--- src/rtl/magcmp_pkg.sv ---
package magcmp_pkg;

  localparam int NIB_W = 4;

  typedef struct packed {
    logic gt;
    logic eq;
    logic lt;
  } rel_t;

  localparam rel_t REL_TIE = '{gt: 1'b0, eq: 1'b1, lt: 1'b0};

  // Nibble equality: every bit position must agree (XNOR reduced by AND).
  function automatic logic nib_same(input logic [NIB_W-1:0] a,
                                    input logic [NIB_W-1:0] b);
    logic r;
    r = 1'b1;
    for (int i = 0; i < NIB_W; i++) begin
      r = r & ~(a[i] ^ b[i]);
    end
    return r;
  endfunction

  // Nibble greater: scan from the top bit down; the first disagreeing
  // position decides, and A wins if it holds the 1 there.
  function automatic logic nib_above(input logic [NIB_W-1:0] a,
                                     input logic [NIB_W-1:0] b);
    logic r;
    logic hit;
    r   = 1'b0;
    hit = 1'b0;
    for (int i = NIB_W - 1; i >= 0; i--) begin
      if (!hit && (a[i] != b[i])) begin
        r   = a[i];
        hit = 1'b1;
      end
    end
    return r;
  endfunction

  // Fold a local nibble relation with the relation arriving from below.
  function automatic rel_t rel_merge(input rel_t here, input rel_t below);
    rel_t r;
    r.gt = here.gt | (here.eq & below.gt);
    r.eq = here.eq & below.eq;
    r.lt = here.lt | (here.eq & below.lt);
    return r;
  endfunction

endpackage

--- src/rtl/magcmp_nibble.sv ---
module magcmp_nibble
  import magcmp_pkg::*;
(
  input  logic [NIB_W-1:0] a_i,
  input  logic [NIB_W-1:0] b_i,
  output rel_t             rel_o
);

  logic same_w;
  logic above_w;
  logic below_w;

  assign same_w  = nib_same(a_i, b_i);
  assign above_w = nib_above(a_i, b_i);
  assign below_w = ~same_w & ~above_w;

  assign rel_o = '{gt: above_w, eq: same_w, lt: below_w};

  always_comb begin
    // equality means no bit position differs
    a_r1_same_exact: assert (same_w == (a_i == b_i))
      else $error("R1 nibble equality wrong a=%h b=%h", a_i, b_i);
    a_r1_local_onehot: assert ($onehot({above_w, same_w, below_w}))
      else $error("R1 local relation not one-hot");
  end

endmodule

--- src/rtl/magcmp_slice.sv ---
module magcmp_slice
  import magcmp_pkg::*;
(
  input  logic [NIB_W-1:0] a_i,
  input  logic [NIB_W-1:0] b_i,
  input  rel_t             cin_i,
  output rel_t             cout_o
);

  rel_t loc_rel;
  logic pass_up;

  magcmp_nibble u_nib (
    .a_i   (a_i),
    .b_i   (b_i),
    .rel_o (loc_rel)
  );

  assign pass_up = loc_rel.eq;
  assign cout_o  = rel_merge(loc_rel, cin_i);

  always_comb begin
    // a tied nibble forwards the lower relation unchanged
    if (pass_up) begin
      a_r3_tie_forwards: assert (cout_o == cin_i)
        else $error("R3 tied slice did not forward relation");
    end
    // a local win forces greater
    if (loc_rel.gt) begin
      a_r2_local_wins: assert (cout_o.gt && !cout_o.eq && !cout_o.lt)
        else $error("R2 local greater not forwarded");
    end
    // a local loss forces less
    if (loc_rel.lt) begin
      a_r4_local_loses: assert (cout_o.lt && !cout_o.eq && !cout_o.gt)
        else $error("R4 local less not forwarded");
    end
  end

endmodule

--- src/rtl/magcmp_chain.sv ---
module magcmp_chain
  import magcmp_pkg::*;
#(
  parameter int N_SLICES = 4,
  localparam int W = NIB_W * N_SLICES
) (
  input  logic [W-1:0] opa_i,
  input  logic [W-1:0] opb_i,
  output logic         gt_o,
  output logic         eq_o,
  output logic         lt_o
);

  rel_t link [N_SLICES+1];

  // the bottom of the chain starts from "equal so far"
  assign link[0] = REL_TIE;

  for (genvar s = 0; s < N_SLICES; s++) begin : g_slice
    magcmp_slice u_slice (
      .a_i    (opa_i[s*NIB_W +: NIB_W]),
      .b_i    (opb_i[s*NIB_W +: NIB_W]),
      .cin_i  (link[s]),
      .cout_o (link[s+1])
    );
  end

  assign gt_o = link[N_SLICES].gt;
  assign eq_o = link[N_SLICES].eq;
  assign lt_o = link[N_SLICES].lt;

  always_comb begin
    a_r7_one_flag: assert ($onehot({gt_o, eq_o, lt_o}))
      else $error("R7 flags not one-hot");
    a_r8_matches_compare: assert ((gt_o == (opa_i > opb_i)) &&
                                  (lt_o == (opa_i < opb_i)))
      else $error("R8 flags disagree with unsigned compare");
    a_r6_tie_gives_eq: assert ((opa_i != opb_i) || eq_o)
      else $error("R6 identical operands not equal");
  end

endmodule

--- config.mk ---
export PLATFORM = sky130hd
export DESIGN_NAME = magcmp_chain
export DESIGN_NICKNAME = d
export VERILOG_FILES = /design/src/rtl/magcmp_pkg.sv /design/src/rtl/magcmp_nibble.sv /design/src/rtl/magcmp_slice.sv /design/src/rtl/magcmp_chain.sv
export SDC_FILE = /design/constraint.sdc
export NUM_CORES = 1
export LEC_CHECK = 0
export BUFFER_PORTS_ARGS = -buffer_cell sky130_fd_sc_hd__buf_2
export CAP_MARGIN = 15
export CORE_ASPECT_RATIO = 1.2
export CORE_MARGIN = 2
export CORE_UTILIZATION = 41
export DETAILED_ROUTE_END_ITERATION = 8
export PLACE_DENSITY = 0.71
export SLEW_MARGIN = 0
export SYNTH_ARGS = -nofsm -noshare
export SYNTH_HDL_FRONTEND = slang
export SYNTH_HIERARCHICAL = 1
export SYNTH_SLANG_ARGS = --single-unit
--- constraint.sdc ---
create_clock -name vclk -period 1.6
set_input_delay 0 -clock vclk [all_inputs]
set_output_delay 0 -clock vclk [all_outputs]
set_load 0.005 [all_outputs]
---- Yosys cells after proc, flatten, opt, wreduce, memory -nomap -nowiden ----
Index checks and enable logic that the tools add are counted.
W data, S select, Z words.
word-level totals
  bits in read-only memories .............. 0
  output and inout port bits .............. 3
  bits in latches ......................... 0
  RAM bits ................................ 0
  memories ................................ 0
  register bits after elaboration ......... 0
  bits of input ports ..................... 32
  logic and storage cells ................. 139
cells by class
  equality and inequality tests ........... 16
  muxes and demuxes ....................... 28
  $add $sub $neg .......................... 0
  reductions and logical operators ........ 24
  bitwise gates (word level) .............. 71
  div/mod/pow operators ................... 0
  shifts and indexed selects .............. 0
  multiply operators ...................... 0
  order comparisons ....................... 0
operator list
  kind                 count
  $mux W1              28
  $and A1 B1 Y1        25
  $not A1 Y1           24
  $ne A1 B1 Y1         16
  $xor A1 B1 Y1        16
  $logic_and A1 B1 Y1  12
  $logic_not A1 Y1     12
  $or A1 B1 Y1         6

---- Depth between registers and ports, before layout ----
  word-level depth ........................ 19
  gate-level depth with buffers ........... 11
  depth with buffers taken out ............ 10

---- By module ----
Netlist, hierarchy kept.
modules (own cells, without submodules)
  module         area an instance (um2)  instances  cells each
  magcmp_nibble  197.7                   4          23
  magcmp_slice   22.5                    4          3
  magcmp_chain   7.5                     1          2

---- Worst setup path after synthesis ----
Ideal clock, no wire load.
  kind .................................... in2out
  start point ............................. input port opb_i[3]
  end point ............................... output port eq_o
  required time ........................... 1.600 ns
  data arrival time ....................... 1.478 ns
  cell stages on the path ................. 9
  path slack .............................. 0.122 ns
  path buffers ............................ 1
  cell sequence ........................... inv_1 > ha_1 > and3_2 > nor4b_2 > buf_4 > and2_2 > and2_2 > and2_2 > and2_2
RTL lines
  what         RTL line            text
  from (decl)  magcmp_chain.sv:8   input logic [W-1:0] opb_i,
  to (decl)    magcmp_chain.sv:10  output logic eq_o,

==> qor.txt <==
Critical path fanouts, max: 3
GRT Util Overall: 13.6%
DP HPWL: 1.52 mm
Fin crit period: 1570 ps
Initial DRC count: 3
Layout fillers: 201
Std cell rows: 18
Final WS setup: 29.4 ps
Finish-stage setup viols: 0
Data required, critical path: 1600 ps
Synth Instances: 106
GR Overflow Total: 0
Peak Freq: 637 MHz
Die W: 46.5 um
Status: complete, no violations
Layout Utilization: 51.8%
Die Y: 55.0 um
Routed WL: 1.72 mm
Pre-CTS WS: -75.7 ps
Diode count: 0
Critical path origin: opb_i[3]
Fin. Hold Viols: 0
Starting Density: 43.3%
Full die area: 2560 sq um
Antenna violations before repair: 0
CP endpoint kind: primary output
Cell taking the most area after synthesis: a21o_1
WL/cell: 10.7 um
Fin crit share: 98.2%
Ys Warns: 6
Core area: 2050 sq um
Syn avg cell area: 8.38 sq um
RSZ-0062 raised after global routing: true
Worst hold path type: in2out
Via count: 809
Critical Path End: gt_o
DRC: 0
Sequential element share of the synthesized area: 0%
Leak: 0.551 nW
Final Power: 0.313 mW
FFs & Latches: 0
Nets@finish: 168
DR pass1 iterations: 2
Global-route wire length before repair: 2.73 mm
Maxcap violations: 0
Synth top area cells: a21o_1 (10%), buf_4 (10%), a41oi_2 (7.3%)
Share of the synthesized area in the top cell type: 10.1%
Share of cells above drive strength 1: 56.2%
Final Wtd Congestion: 0.787
Port buffer count: 35
Peak supply drop: 0.144 mV
Ports: 35
Worst endpoint data arrival time: 1570 ps
Setup crit start kind: input pin
Number of global-route vias before repair: 765
DR vias/cell: 5.06
Critical path type: in2out
Area of the mapped netlist: 888 sq um
Power per cell area: 295 nW/um^2
FF+latch area: 0 sq um
Largest net degree at the start of global routing: 5
# clk buffers: 0
Antenna viol nets, final: 0
P&R area growth vs syn: 19.4%
Postcts setup bufs: 0
Yosys cell types: 21
Area post-placement: 1010 sq um
Post-route cell area: 1060 sq um
Final Max Tran Viols: 0
Synth cell count leaders: a21o_1 (12), buf_4 (12), inv_1 (8), nand2b_1 (8)
-- placed cells by master, fill, tap and decap left out, drive strengths merged --
master	n
a41oi	4
maj3	4
a21o	12
and3	4
and2	4
nor4b	4
or2	4
o21a	4
xor2	4
a32oi	4
nand3b	4
ha	4
a21oi	4
and2b	4
nor2b	4
mux2i	4
buf	35
inv	12
conb	3
nand2b	8
-- routing by layer --
metal	GRT usage [%]	part of all wire [%]
met1	13.1	35
met2	31.9	62
met3	0	3.8
met4	0	0
met5	0	0
-- worst max-delay path: stages --
cell     delay [ps]
buf_6            70
inv_4            30
ha_4            280
mux2i_1         280
a41oi_2          60
o21a_1          120
a21o_1          150
a21o_1          150
a21o_1          160
a21o_1          150
buf_2           120
-- power breakdown --
group | switching, mW | internal (mW)
clock network | 0 | 0
logic | 0.143 | 0.170
registers | 0 | 0
-- timing repair --
item,CTS,global route
setup endpoints to repair,2,1
pin swaps,4,4
hold buffers,0,0
resized for setup,5,3
-- area by class of cell --
class | instances | area (sq um) | area share (%)
multi-input combinational | 83 | 786 | 74.1
timing repair buffer | 35 | 188 | 17.7
inverter | 12 | 50.0 | 4.72
tap | 30 | 37.5 | 3.54
-- worst min-delay path by stage --
stage | start | endpoint | slack, ps | cells after the start
5_1_grt | opa_i[13] | gt_o | 450 | 4
3_5_place_dp | opa_i[13] | gt_o | 420 | 4
3_3_place_gp | opa_i[13] | gt_o | 400 | 4
4_1_cts | opa_i[13] | gt_o | 430 | 4
6_report | opa_i[13] | gt_o | 420 | 4
2_1_floorplan | opa_i[13] | gt_o | 270 | 3
-- through the flow --
step | TNS (ps) | cells | hold slack [ps]
finish | 0 | 160 | 419
global route | -55.8 | 160 | 449
CTS | -17.3 | 160 | 426
detailed placement | -78.8 | 160 | 424
global placement | -20.1 | 160 | 396
floorplan | 0 | 107 | 266
-- logic make-up after synthesis --
family | share of synthesized area [%]
simple gates | 36.1
other cells | 0.845
buf+inv | 15.2
fa+ha+maj | 10.7
compound gates | 28.7
mux | 4.51
xor+xnor | 3.94
(Power assumes the default switching activity.)
